[config.mk]
export PLATFORM = sky130hd
export DESIGN_NAME = gpio_fnsel_regblk
export DESIGN_NICKNAME = d
export VERILOG_FILES = /design/src/rtl/gpio_fnsel_pkg.sv /design/src/rtl/gpio_fsel_bank.sv /design/src/rtl/gpio_out_latch.sv /design/src/rtl/gpio_level_sync.sv /design/src/rtl/gpio_pad_mux.sv /design/src/rtl/gpio_fnsel_regblk.sv
export SDC_FILE = /design/constraint.sdc
export NUM_CORES = 1
export LEC_CHECK = 0
export BUFFER_PORTS_ARGS = -buffer_cell sky130_fd_sc_hd__clkbuf_2
export CAP_MARGIN = 30
export CORE_AREA = 2 2 343 345
export CTS_CLUSTER_SIZE = 14
export DETAILED_ROUTE_END_ITERATION = 10
export DIE_AREA = 0 0 345 347
export GPL_TIMING_DRIVEN = 0
export HOLD_SLACK_MARGIN = 0.12
export PLACE_DENSITY = 0.46
export SYNTH_ARGS = -nofsm -noshare
export SYNTH_HDL_FRONTEND = slang
export SYNTH_SLANG_ARGS = --single-unit
[constraint.sdc]
create_clock -name clk_i -period 1.59 [get_ports clk_i]
set_clock_uncertainty 0.15 [all_clocks]
set_input_delay 0 -clock clk_i [delete_from_list [all_inputs] [get_ports clk_i]]
set_output_delay 0 -clock clk_i [all_outputs]
set_load 0.02 [all_outputs]
[src/rtl/gpio_fnsel_pkg.sv]
package gpio_fnsel_pkg;

  localparam int FN_W            = 3;
  localparam int FIELDS_PER_WORD = 10;
  localparam int BANK_W          = 32;
  localparam int WORD_BYTES      = 4;
  localparam int NUM_ALT         = 6;
  localparam int ALT_SEL_W       = $clog2(NUM_ALT);

  // byte offsets; software decodes these
  localparam int FSEL_BASE = 'h00;
  localparam int SET_BASE  = 'h1C;
  localparam int CLR_BASE  = 'h28;
  localparam int LEV_BASE  = 'h34;

  typedef enum logic [FN_W-1:0] {
    FN_INPUT  = 3'b000,
    FN_OUTPUT = 3'b001,
    FN_ALT5   = 3'b010,
    FN_ALT4   = 3'b011,
    FN_ALT0   = 3'b100,
    FN_ALT1   = 3'b101,
    FN_ALT2   = 3'b110,
    FN_ALT3   = 3'b111
  } fn_e;

  function automatic logic is_alt(fn_e f);
    return (f != FN_INPUT) && (f != FN_OUTPUT);
  endfunction

  function automatic logic [ALT_SEL_W-1:0] alt_index(fn_e f);
    case (f)
      FN_ALT0: return ALT_SEL_W'(0);
      FN_ALT1: return ALT_SEL_W'(1);
      FN_ALT2: return ALT_SEL_W'(2);
      FN_ALT3: return ALT_SEL_W'(3);
      FN_ALT4: return ALT_SEL_W'(4);
      FN_ALT5: return ALT_SEL_W'(5);
      default: return ALT_SEL_W'(0);
    endcase
  endfunction

endpackage

[src/rtl/gpio_fsel_bank.sv]
module gpio_fsel_bank import gpio_fnsel_pkg::*; #(
  parameter int NUM_PINS = 54,
  parameter int ADDR_W   = 8
) (
  input  logic                               clk_i,
  input  logic                               rst_ni,
  input  logic                               we_i,
  input  logic [ADDR_W-1:0]                  addr_i,
  input  logic [FIELDS_PER_WORD*FN_W-1:0]    wdata_i,
  output logic [NUM_PINS*FN_W-1:0]           fsel_o
);

  for (genvar p = 0; p < NUM_PINS; p++) begin : g_field
    localparam int WORD  = p / FIELDS_PER_WORD;
    localparam int SHIFT = FN_W * (p % FIELDS_PER_WORD);
    localparam logic [ADDR_W-1:0] ADDR = ADDR_W'(FSEL_BASE + WORD_BYTES * WORD);

    logic [FN_W-1:0] field_q;

    always_ff @(posedge clk_i or negedge rst_ni) begin
      if (!rst_ni)                    field_q <= FN_INPUT;
      else if (we_i && addr_i == ADDR) field_q <= wdata_i[SHIFT +: FN_W];
    end

    assign fsel_o[p*FN_W +: FN_W] = field_q;
  end

endmodule

[src/rtl/gpio_out_latch.sv]
module gpio_out_latch import gpio_fnsel_pkg::*; #(
  parameter int NUM_PINS = 54,
  parameter int ADDR_W   = 8
) (
  input  logic                clk_i,
  input  logic                rst_ni,
  input  logic                we_i,
  input  logic [ADDR_W-1:0]   addr_i,
  input  logic [BANK_W-1:0]   wdata_i,
  output logic [NUM_PINS-1:0] latch_o
);

  for (genvar p = 0; p < NUM_PINS; p++) begin : g_pin
    localparam int BANK = p / BANK_W;
    localparam int BIT  = p % BANK_W;
    localparam logic [ADDR_W-1:0] SET_ADDR = ADDR_W'(SET_BASE + WORD_BYTES * BANK);
    localparam logic [ADDR_W-1:0] CLR_ADDR = ADDR_W'(CLR_BASE + WORD_BYTES * BANK);

    logic set_hit, clr_hit, bit_q;

    assign set_hit = we_i && (addr_i == SET_ADDR) && wdata_i[BIT];
    assign clr_hit = we_i && (addr_i == CLR_ADDR) && wdata_i[BIT];

    always_ff @(posedge clk_i or negedge rst_ni) begin
      if (!rst_ni)      bit_q <= 1'b0;
      else if (set_hit) bit_q <= 1'b1;
      else if (clr_hit) bit_q <= 1'b0;
    end

    assign latch_o[p] = bit_q;
  end

endmodule

[src/rtl/gpio_level_sync.sv]
module gpio_level_sync #(
  parameter int NUM_PINS = 54,
  parameter int STAGES   = 2
) (
  input  logic                clk_i,
  input  logic                rst_ni,
  input  logic [NUM_PINS-1:0] pad_in_i,
  output logic [NUM_PINS-1:0] level_o
);

  if (STAGES == 0) begin : g_bypass
    assign level_o = pad_in_i;
  end else begin : g_chain
    logic [NUM_PINS-1:0] stage_q [STAGES];

    always_ff @(posedge clk_i or negedge rst_ni) begin
      if (!rst_ni) begin
        for (int s = 0; s < STAGES; s++) stage_q[s] <= '0;
      end else begin
        stage_q[0] <= pad_in_i;
        for (int s = 1; s < STAGES; s++) stage_q[s] <= stage_q[s-1];
      end
    end

    assign level_o = stage_q[STAGES-1];
  end

endmodule

[src/rtl/gpio_pad_mux.sv]
module gpio_pad_mux import gpio_fnsel_pkg::*; #(
  parameter int NUM_PINS = 54
) (
  input  logic [NUM_PINS*FN_W-1:0]    fsel_i,
  input  logic [NUM_PINS-1:0]         latch_i,
  input  logic [NUM_ALT*NUM_PINS-1:0] alt_do_i,
  input  logic [NUM_ALT*NUM_PINS-1:0] alt_oe_i,
  output logic [NUM_PINS-1:0]         pad_do_o,
  output logic [NUM_PINS-1:0]         pad_oe_o
);

  for (genvar p = 0; p < NUM_PINS; p++) begin : g_pin
    fn_e                  fn;
    logic [NUM_ALT-1:0]   src_do, src_oe;
    logic [ALT_SEL_W-1:0] sel;

    assign fn  = fn_e'(fsel_i[p*FN_W +: FN_W]);
    assign sel = alt_index(fn);

    for (genvar a = 0; a < NUM_ALT; a++) begin : g_src
      assign src_do[a] = alt_do_i[a*NUM_PINS + p];
      assign src_oe[a] = alt_oe_i[a*NUM_PINS + p];
    end

    always_comb begin
      pad_do_o[p] = 1'b0;
      pad_oe_o[p] = 1'b0;
      if (fn == FN_OUTPUT) begin
        pad_do_o[p] = latch_i[p];
        pad_oe_o[p] = 1'b1;
      end else if (is_alt(fn)) begin
        pad_do_o[p] = src_do[sel];
        pad_oe_o[p] = src_oe[sel];
      end
    end
  end

endmodule

[src/rtl/gpio_fnsel_regblk.sv]
module gpio_fnsel_regblk import gpio_fnsel_pkg::*; #(
  parameter int NUM_PINS    = 54,
  parameter int ADDR_W      = 8,
  parameter int SYNC_STAGES = 2
) (
  input  logic                        clk_i,
  input  logic                        rst_ni,
  input  logic                        reg_we_i,
  input  logic [ADDR_W-1:0]           reg_addr_i,
  input  logic [BANK_W-1:0]           reg_wdata_i,
  output logic [BANK_W-1:0]           reg_rdata_o,
  input  logic [NUM_PINS-1:0]         pad_in_i,
  input  logic [NUM_ALT*NUM_PINS-1:0] alt_do_i,
  input  logic [NUM_ALT*NUM_PINS-1:0] alt_oe_i,
  output logic [NUM_PINS-1:0]         pad_do_o,
  output logic [NUM_PINS-1:0]         pad_oe_o
);

  localparam int NUM_BANKS  = (NUM_PINS + BANK_W - 1) / BANK_W;
  localparam int NUM_FWORDS = (NUM_PINS + FIELDS_PER_WORD - 1) / FIELDS_PER_WORD;
  localparam int FWORD_BITS = FIELDS_PER_WORD * FN_W;

  logic [NUM_PINS*FN_W-1:0]         fsel_q;
  logic [NUM_PINS-1:0]              latch_q;
  logic [NUM_PINS-1:0]              level_q;
  logic [NUM_FWORDS*FWORD_BITS-1:0] fsel_pad;
  logic [NUM_BANKS*BANK_W-1:0]      level_pad;

  gpio_fsel_bank #(.NUM_PINS(NUM_PINS), .ADDR_W(ADDR_W)) i_fsel_bank (
    .clk_i   (clk_i),
    .rst_ni  (rst_ni),
    .we_i    (reg_we_i),
    .addr_i  (reg_addr_i),
    .wdata_i (reg_wdata_i[FWORD_BITS-1:0]),
    .fsel_o  (fsel_q)
  );

  gpio_out_latch #(.NUM_PINS(NUM_PINS), .ADDR_W(ADDR_W)) i_out_latch (
    .clk_i   (clk_i),
    .rst_ni  (rst_ni),
    .we_i    (reg_we_i),
    .addr_i  (reg_addr_i),
    .wdata_i (reg_wdata_i),
    .latch_o (latch_q)
  );

  gpio_level_sync #(.NUM_PINS(NUM_PINS), .STAGES(SYNC_STAGES)) i_level_sync (
    .clk_i    (clk_i),
    .rst_ni   (rst_ni),
    .pad_in_i (pad_in_i),
    .level_o  (level_q)
  );

  gpio_pad_mux #(.NUM_PINS(NUM_PINS)) i_pad_mux (
    .fsel_i   (fsel_q),
    .latch_i  (latch_q),
    .alt_do_i (alt_do_i),
    .alt_oe_i (alt_oe_i),
    .pad_do_o (pad_do_o),
    .pad_oe_o (pad_oe_o)
  );

  // zero-extend so unused field slots and bank bits read 0
  assign fsel_pad  = (NUM_FWORDS*FWORD_BITS)'(fsel_q);
  assign level_pad = (NUM_BANKS*BANK_W)'(level_q);

  // strobe words fall through to 0
  always_comb begin
    reg_rdata_o = '0;
    for (int w = 0; w < NUM_FWORDS; w++) begin
      if (reg_addr_i == ADDR_W'(FSEL_BASE + WORD_BYTES * w))
        reg_rdata_o[FWORD_BITS-1:0] = fsel_pad[w*FWORD_BITS +: FWORD_BITS];
    end
    for (int b = 0; b < NUM_BANKS; b++) begin
      if (reg_addr_i == ADDR_W'(LEV_BASE + WORD_BYTES * b))
        reg_rdata_o = level_pad[b*BANK_W +: BANK_W];
    end
  end

endmodule

==> impl_metrics.toml, run 1 <==
[global_routing]
gr-max-usage-layer = "met2"
first_global_vias = 21200
grt_use_met2 = 0.352
grt_usage = 0.193
antenna_found_initial = 22
grtUsageMet1 = 0.235
first_pass_grt_wire_length_um = 163000
grt_remaining_overflow = 0
met3_usage = 0.0328
pin_count_of_the_biggest_net_entering_global_routing = 97

[timing]
timing.final.hold_violations = 77
fmax_ghz = 0.455
postLayoutSetupSlackWorst_ps = -608
whs_ps = -104
final_min_period_over_clock_period = 1.38
slew_viol_final = 0
final-setup-viol-count = 140
rsz0062_at_grt = "yes"
worst_rel_slew_slack = 0.349
layout_min_cycle_time_ps = 2200
worst_slew_pin_slew_ps = 977

[finish]
area_delta_synth_final_pct = 70.6
layout_commonest_cell = "clkbuf_2"
multi_input_area_um2 = 12000
area.sequential_um2 = 8290
post-route-cell-area_um2 = 33500
drive_gt1_frac = 0.625
nNetsFinal = 3783
most-common-layout-cells = "747 x clkbuf_2, 203 x buf_4, 182 x dfrtp_1"
layout.core_utilization = 0.289
fillerInstances = 12300
final-instance-count-excl-fill = 4604

[pwr]
power.ir.vdd_worst_v = 0.000581
static_leakage_power_nw = 15.2
cellPowerDensity_nw_per_um2 = 750

[synth]
synthDistinctLibCells = 48
synth_nets = 2621
synth-edff-count = 0
syn-mean-instance-area_um2 = 10.5
synthesis.instances = 1876
synth.yosys.seq_area_share = 0.413
yosysWarnings = 0
synth_top_flop_cell = "dfrtp_1"
netlist_area_um2 = 19600
synth_seq_cells = 324
postSynth.asyncResetShare = 1.00

[critical_path]
r2r-start = "i_fsel_bank.g_field[27].field_q[0]$_DFFE_PN0P_"
highest_cell_delay_on_the_worst_timing_path_ps = 550
worst-path-max-fanout = 8
worstPathArrival_ps = 2050
worst-setup-path-type = "register to output port"
cp_cell_sequence = "mux4_2, a21o_1, clkbuf_8"
crit_path_top_delay_cell = "dfrtp_2"
worstSetupEndpointType = "output port"
reg2reg_setup_slack_ps = 270
critical_path.startpoint_type = "register"
launching_instance_or_port_of_the_critical_path = "i_fsel_bank.g_field[49].field_q[0]$_DFFE_PN0P_"
worstPathRequired_ps = 1440

[place]
final_hpwl_from_detailed_placement_um = 94700
number_of_placed_cells_counting_well_taps = 4274
pre_cts_slack_ps = -1720
gp_congestion = 0.881
io_buffers = 860
placement.cell_area_um2 = 26200

[min_path]
worst_hold_path_type = "input port to async pin"

[drt]
detail_route.vias_per_cell = 4.40
drt-initial-drc-count = 1060
via_count_of_the_routed_design = 20300
ant_nets = 0
avgRoutedWirePerCell_um = 25.8
detailedRoute.firstPassIterationCount = 5
remaining_drc_errors = 0
wirelength_um = 119000

[clocking]
clock_latency_late_sink_ps = 560
cts_root_buffer = "clkbuf_16"
num_cts_buffers = 41
worst_setup_hold_path_clk_slew_ps = 70
cts-root-to-sink-buffers = 3
htree_num_levels = 2
clock_sinks = 324
tritoncts_clock_tree = "yes"

[floorplanning]
design.portCount = 885
die_w_um = 345
die_area_um2 = 120000
core_region_area_um2 = 116000
die-height_um = 347
floorplan.rows = 125
initial_utilization = 0.169

[status]
outcome = "complete, but fails checks"
failed_checks = "negative hold slack, negative setup slack"

[run]
max_cap_violations = 0
## synth_stat cells (2+ instances only)
master       n  area, um2
o211ai_1    10       75.1
buf_6        3       33.8
nor3_1       6       30.0
buf_2       31        155
a31oi_1      5       31.3
dfrtp_1    324       8110
clkbuf_1   156        586
nand3_1      3       15.0
o21a_1       2       15.0
a22oi_1     12       90.1
o21ai_0    126        631
clkbuf_2    11       55.1
nor2b_1      2       12.5
a21o_1      57        428
o22ai_1     22        138
or3_1        2       12.5
o311ai_0     2       17.5
mux4_2      91       2050
o2bb2ai_1   14        123
a2bb2oi_1   10       87.6
a211oi_1     3       22.5
o21bai_1    10       75.1
mux2_2     185       2080
a311oi_1    40        350
and2_1       4       25.0
inv_1       56        210
nor3b_2      2       25.0
buf_1        5       18.8
o31ai_1     13       97.6
nor2_1     111        417
mux2_4      30        450
o22a_1      11       96.3
mux2i_1     72        721
nand2_1    195        732
a21oi_1    152        761
a22o_1      62        543
nor3b_1     16        120
a221oi_1    10       87.6
## critical path, delay by kind of cell, from the launching register on
family	cells	cell delay, ps
flip-flops	1	550
AO/OA/AOI/OAI	1	200
buffers and inverters	1	150
multiplexers	1	540
## cell type report
cell class | instances | area share
multi-input combinational | 1290 | 0.360
timing repair buffer | 1220 | 0.264
sequential | 324 | 0.248
tap | 1524 | 0.0570
clock buffer | 52 | 0.0343
buffer | 105 | 0.0201
clock inverter | 21 | 0.00946
inverter | 56 | 0.00636
antenna | 12 | 0.000898
## cell families after synthesis
logic type      after synthesis  synth area share
buf+inv                     262            0.0540
flops                       324             0.413
simple gates                349            0.0742
mux                         378             0.270
compound gates              563             0.188
## stage by stage
step                total power [mW]   TNS, ps
finish                          25.1    -62550
floorplan                       11.1     -2340
detailed placement              13.5   -212190
CTS                             25.1    -73160
global placement                13.4  -2644320
global route                    26.1    -73810
## metal layers
layer | vias to the layer above | share of wire
li1 | 9254 | -
met1 | 10300 | 0.42
met2 | 623 | 0.51
met3 | 124 | 0.043
met4 | 10 | 0.025
met5 | - | 0.00058
## sequential cells by signal (all words and copies together) (netlist names)
register and count:
i_level_sync.g_chain.stage_q 54, i_out_latch.g_pin.bit_q 54, i_level_sync.level_o 54, i_fsel_bank.g_field.field_q 162
## power breakdown
group          leakage (nW)  switching, mW  internal (mW)
Sequential             4.01          0.500           8.68
Clock                 0.713           4.03           6.27
Combinational          10.5           2.65           2.95
## path summary, 6_finish.rpt
path                                                                  end  cells past startpoint
setup / recovery                                             pad_do_o[49]                      3
hold / removal                          i_level_sync.level_o[9]$_DFF_PN0_                      2
setup reg to reg           i_fsel_bank.g_field[27].field_q[0]$_DFFE_PN0P_                      4
hold reg to reg                        i_level_sync.level_o[33]$_DFF_PN0_                      0
max in group asynchronous  i_fsel_bank.g_field[47].field_q[0]$_DFFE_PN0P_                      3
min in group clk_i                i_out_latch.g_pin[32].bit_q$_DFFE_PN0P_                      6
## timing repair
action,4_1_cts,5_1_grt
endpoints found under the setup margin,261,216
buffers inserted,173,27
hold endpoints to repair,584,81
hold buffers,145,1
gates resized for setup,698,269
pin swaps,176,100
Power figures use the tool's default switching activity.
==> run 2: changes to the inputs <==
REMOVE_ABC_BUFFERS = 1   (was not set)
SLEW_MARGIN = 20   (was not set)
==> run 2 against run 1 <==
The flow still finishes with violations (negative hold slack, negative setup slack); clock power about the same; final area down 0.43%; first-iteration DRC count up 6.2%; die area unchanged; maximum frequency down 6.2%; count of clock-buffer cells in the layout up 7; critical endpoint is now pad_oe_o[34]; largest cell class unchanged; largest power group unchanged; highest routed layer unchanged.
==> impl_metrics.toml, run 2 (synthesis results as in run 1) <==
[status]
outcome = "complete, but fails checks"
failed_checks = "negative hold slack, negative setup slack"

[floorplanning]
core_region_area_um2 = 116000
initial_utilization = 0.169
die_w_um = 345
design.portCount = 885
die-height_um = 347
floorplan.rows = 125
die_area_um2 = 120000

[global_routing]
first_global_vias = 21000
pin_count_of_the_biggest_net_entering_global_routing = 82
grt_remaining_overflow = 0
antenna_found_initial = 20
grt_usage = 0.185
first_pass_grt_wire_length_um = 157000

[timing]
final_min_period_over_clock_period = 1.47
slew_viol_final = 0
worst_rel_slew_slack = 0.499
final-setup-viol-count = 150
fmax_ghz = 0.427
finalSetupTns_ps = -61640
postLayoutSetupSlackWorst_ps = -752
whs_ps = -771
worst_slew_pin_slew_ps = 749
rsz0062_at_grt = "yes"
layout_min_cycle_time_ps = 2340
timing.final.hold_violations = 191

[finish]
final-instance-count-excl-fill = 4609
nNetsFinal = 3786
drive_gt1_frac = 0.615
max_flop_register = "i_fsel_bank.g_field.field_q"
layout_commonest_cell = "clkbuf_2"
largest_reg_flops = 162
area_delta_synth_final_pct = 69.8
most-common-layout-cells = "740 x clkbuf_2, 258 x buf_4, 188 x dfrtp_1"

[critical_path]
worst-path-max-fanout = 4
worst-setup-path-type = "register to output port"
worstPathArrival_ps = 2190
worstSetupEndpointType = "output port"
worstPathRequired_ps = 1440
critical_path.startpoint_type = "register"

[clocking]
clock_sinks = 324
htree_num_levels = 2
worst_setup_hold_path_clk_slew_ps = 60
cts-root-to-sink-buffers = 3
num_cts_buffers = 41
clock_latency_late_sink_ps = 590
cts_root_buffer = "clkbuf_16"
tritoncts_clock_tree = "yes"

[drt]
wirelength_um = 115000
avgRoutedWirePerCell_um = 25.0
drt-initial-drc-count = 1126
detailedRoute.firstPassIterationCount = 5
detail_route.vias_per_cell = 4.40
remaining_drc_errors = 0
ant_nets = 0
via_count_of_the_routed_design = 20300

[pwr]
cellPowerDensity_nw_per_um2 = 739
power.ir.vdd_worst_v = 0.000533
static_leakage_power_nw = 15.4

[run]
max_cap_violations = 0

[place]
io_buffers = 884
gp_congestion = 0.870
number_of_placed_cells_counting_well_taps = 4119
final_hpwl_from_detailed_placement_um = 83600

[min_path]
worst_hold_path_type = "input port to async pin"
run 2: final cells by class:
type	instances	area (um2)
repair buffers	1326	9910
clock inverters	17	205
well taps	1524	1910
fillers	12200	82400
multi-input cells	1292	11600
clock buffers	59	1210
diodes	11	27.5
inverters	56	214
flip-flops and latches	324	8280
run 2: per-stage QoR:
step	utilization	setup WS, ps	total power, mW	hold slack [ps]	cell area (um2)
final	0.288	-752	24.6	-771	33300
after CTS	0.278	-802	24.7	-783	32200
after global routing	0.288	-829	25.7	-766	33300
after floorplan	-	-1350	10.9	-446	18800
after detailed placement	0.224	-1840	13.3	-163	26000
after global placement	0.217	-8790	13.2	-40.3	25100
run 2: power by group:
part / switching (mW) / internal (mW)
logic: 2.46 / 2.97
clock network: 4.02 / 5.95
registers: 0.544 / 8.68
run 2: worst paths after layout:
path	startpoint	end	depth (start not counted)	slack, ps
worst max-delay path	i_fsel_bank.g_field[34].field_q[0]$_DFFE_PN0P_	pad_oe_o[34]	6	-750
worst min-delay path	rst_ni	i_fsel_bank.g_field[15].field_q[1]$_DFFE_PN0P_	1	-770
worst max register to register	i_fsel_bank.g_field[52].field_q[0]$_DFFE_PN0P_	i_fsel_bank.g_field[52].field_q[0]$_DFFE_PN0P_	3	200
worst min register to register	i_level_sync.g_chain.stage_q[65]$_DFF_PN0_	i_level_sync.level_o[11]$_DFF_PN0_	0	190
max in group asynchronous	rst_ni	i_fsel_bank.g_field[47].field_q[2]$_DFFE_PN0P_	4	-150
min in group clk_i	reg_we_i	i_out_latch.g_pin[22].bit_q$_DFFE_PN0P_	7	50
run 2: routing by layer:
metal	share of wire	global-route usage
met5	0.00062	0
met4	0.032	0.0590
met3	0.050	0.0317
met2	0.49	0.323
met1	0.42	0.231
run 2: worst max-delay path: stages (launching register included):
cell,delay (ps)
dfrtp_4,560
mux2i_4,360
nand2_1,110
a21oi_2,210
a21o_1,110
o31ai_2,70
buf_4,170
run 2: repair_timing:
action                                 4_1_cts  5_1_grt
setup endpoints to repair                  356      205
hold buffers                               142        1
endpoints found under the hold margin      544      221
cloned                                      10        0
buffers inserted                           193       58
gates resized for setup                    566      219
pin swaps                                  155       77
==> run 3: changes to the inputs <==
TNS_END_PERCENT = 1   (was not set)
==> run 3 against run 2 <==
The run still ends with negative hold slack, negative setup slack left; highest routed layer unchanged; maximum frequency fell by 1.3%; hold slack hardly changed; final cell count fell by 4.6%; combinational power is 19% lower; register-to-register slack gained 50 ps; critical endpoint unchanged; setup slack got worse by 31 ps; count of clock-buffer cells in the layout stayed put; power shrank 3.8%; first-iteration DRC count increased by 4.4%; flip-flop and latch count unchanged; global-route usage fell by 0.68 points; critical path type unchanged.
==> impl_metrics.toml, run 3 (synthesis results as in run 1) <==
[timing]
worst_rel_slew_slack = 0.360
fmax_ghz = 0.421
final_min_period_over_clock_period = 1.49
worst_slew_pin_slew_ps = 960
rsz0062_at_grt = "yes"
timing.final.hold_violations = 207
whs_ps = -771
layout_min_cycle_time_ps = 2370
final-setup-viol-count = 278
postLayoutSetupSlackWorst_ps = -783
slew_viol_final = 0

[clocking]
cts-root-to-sink-buffers = 3
htree_num_levels = 2
clock_latency_late_sink_ps = 580
clock_sinks = 324
worst_setup_hold_path_clk_slew_ps = 60
cts_root_buffer = "clkbuf_16"
num_cts_buffers = 41
tritoncts_clock_tree = "yes"

[critical_path]
critical_path.startpoint_type = "register"
crit_path_top_delay_cell = "dfrtp_4"
worstSetupEndpointType = "output port"
r2r-start = "i_fsel_bank.g_field[34].field_q[0]$_DFFE_PN0P_"
r2r_cells = 2
crit_buf_inv = 1
cp_top_family = "flip-flops"
worst-path-max-fanout = 4
worstPathRequired_ps = 1440
cp_cell_sequence = "mux2i_4, nand2_1, a21oi_2, a21o_1, o31ai_2, buf_4"
reg2reg_setup_slack_ps = 250
worstReg2RegEnd = "i_fsel_bank.g_field[34].field_q[0]$_DFFE_PN0P_"
worstPathArrival_ps = 2220
worst-setup-path-type = "register to output port"
highest_cell_delay_on_the_worst_timing_path_ps = 560
crit_cells = 6

[run]
max_cap_violations = 0

[pwr]
power.ir.vdd_worst_v = 0.000530
power.switching_fraction = 0.284
p_int_mw = 17.0
seq_power_share = 0.394
static_leakage_power_nw = 14.0
pwr-share-clk = 0.419
power.net_switching_mw = 6.73
cellPowerDensity_nw_per_um2 = 787
pwr-share-comb = 0.186

[global_routing]
antenna_found_initial = 23
grt_remaining_overflow = 0
grt_usage = 0.178
first_global_vias = 20000
pin_count_of_the_biggest_net_entering_global_routing = 82
first_pass_grt_wire_length_um = 152000

[finish]
largest_reg_flops = 162
max_flop_register = "i_fsel_bank.g_field.field_q"
post-route-cell-area_um2 = 30100
nNetsFinal = 3569
drive_gt1_frac = 0.538
area_delta_synth_final_pct = 53.5
layout_commonest_cell = "clkbuf_2"
most-common-layout-cells = "766 x clkbuf_2, 214 x dfrtp_1, 183 x mux2_2"

[place]
final_hpwl_from_detailed_placement_um = 83600
io_buffers = 884
placement.cell_area_um2 = 26000
pre_cts_slack_ps = -1840
gp_congestion = 0.870

[drt]
via_count_of_the_routed_design = 19400
avgRoutedWirePerCell_um = 25.0
wirelength_um = 110000
detailedRoute.firstPassIterationCount = 5
ant_nets = 0
drt-initial-drc-count = 1175
detail_route.vias_per_cell = 4.41
remaining_drc_errors = 0

[floorplanning]
design.portCount = 885
initial_utilization = 0.169
die_w_um = 345
die_area_um2 = 120000
floorplan.rows = 125
core_region_area_um2 = 116000
die-height_um = 347

[min_path]
worst_hold_path_type = "input port to async pin"

[status]
failed_checks = "negative hold slack, negative setup slack"
outcome = "complete, but fails checks"
run 3: changes by cell type in the layout (fill, tap and decap cells not counted), sizes merged:
cell,delta
buf,-188
or2,-2
bufbuf,-2
clkbuf,-25
diode,+5
run 3: power groups by stage:
stage                     Combinational [mW]  Clock, mW  Sequential (mW)
after floorplan                         1.69          0             9.17
after global placement                  3.68          0             9.49
after detailed placement                3.82          0             9.48
after CTS                               4.42       10.3             9.35
after global routing                    4.77       10.6             9.43
final                                   4.42       9.93             9.34
run 3: worst register-to-register path: stages, from the launching register on:
cell and delay [ps]:
dfrtp_4 590, buf_4 220, mux2_2 270
run 3: cell type report:
| cell class | count | area, um2 |
|---|---|---|
| multi-input combinational | 1290 | 10900 |
| sequential | 324 | 8250 |
| clock buffer | 59 | 1210 |
| antenna | 16 | 40.0 |
| inverter | 56 | 214 |
| tap | 1524 | 1910 |
| fill | 12500 | 85600 |
| timing repair buffer | 1111 | 7350 |
| clock inverter | 17 | 205 |
run 3: worst max path at each step:
stage / start / end / slack, ps
floorplan: reg_addr_i[1] / reg_rdata_o[20] / -1350
global placement: reg_addr_i[2] / i_out_latch.g_pin[1].bit_q$_DFFE_PN0P_ / -8790
detailed placement: reg_addr_i[3] / i_fsel_bank.g_field[13].field_q[0]$_DFFE_PN0P_ / -1840
CTS: i_fsel_bank.g_field[34].field_q[0]$_DFFE_PN0P_ / pad_oe_o[34] / -810
global route: i_fsel_bank.g_field[34].field_q[0]$_DFFE_PN0P_ / pad_oe_o[34] / -860
finish: i_fsel_bank.g_field[34].field_q[0]$_DFFE_PN0P_ / pad_oe_o[34] / -780
run 3: metrics by stage:
step | std cells | TNS [ps] | hold slack [ps] | util | power (mW)
2_1_floorplan | 1670 | -185230 | -446 | - | 10.9
3_3_place_gp | 4078 | -3754660 | -40.3 | 0.217 | 13.2
3_5_place_dp | 4119 | -344980 | -163 | 0.224 | 13.3
4_1_cts | 4378 | -94220 | -783 | 0.258 | 24.0
5_1_grt | 4392 | -108860 | -764 | 0.260 | 24.8
6_report | 4397 | -87390 | -771 | 0.260 | 23.7
run 3: metal layers:
| layer | part of all wire | track usage | vias to the layer above |
|---|---|---|---|
| li1 | - | - | 8838 |
| met3 | 0.052 | 0.0305 | 131 |
| met5 | 0.00026 | 0 | - |
| met4 | 0.026 | 0.0482 | 6 |
| met1 | 0.43 | 0.225 | 9666 |
| met2 | 0.49 | 0.312 | 754 |
run 3: timing repair:
action | CTS | global route
pin swaps | 26 | 31
setup buffers | 34 | 2
resized for setup | 233 | 192
hold buffers | 142 | 1
setup endpoints to repair | 356 | 292
endpoints found under the hold margin | 543 | 252
cloned | 7 | 0
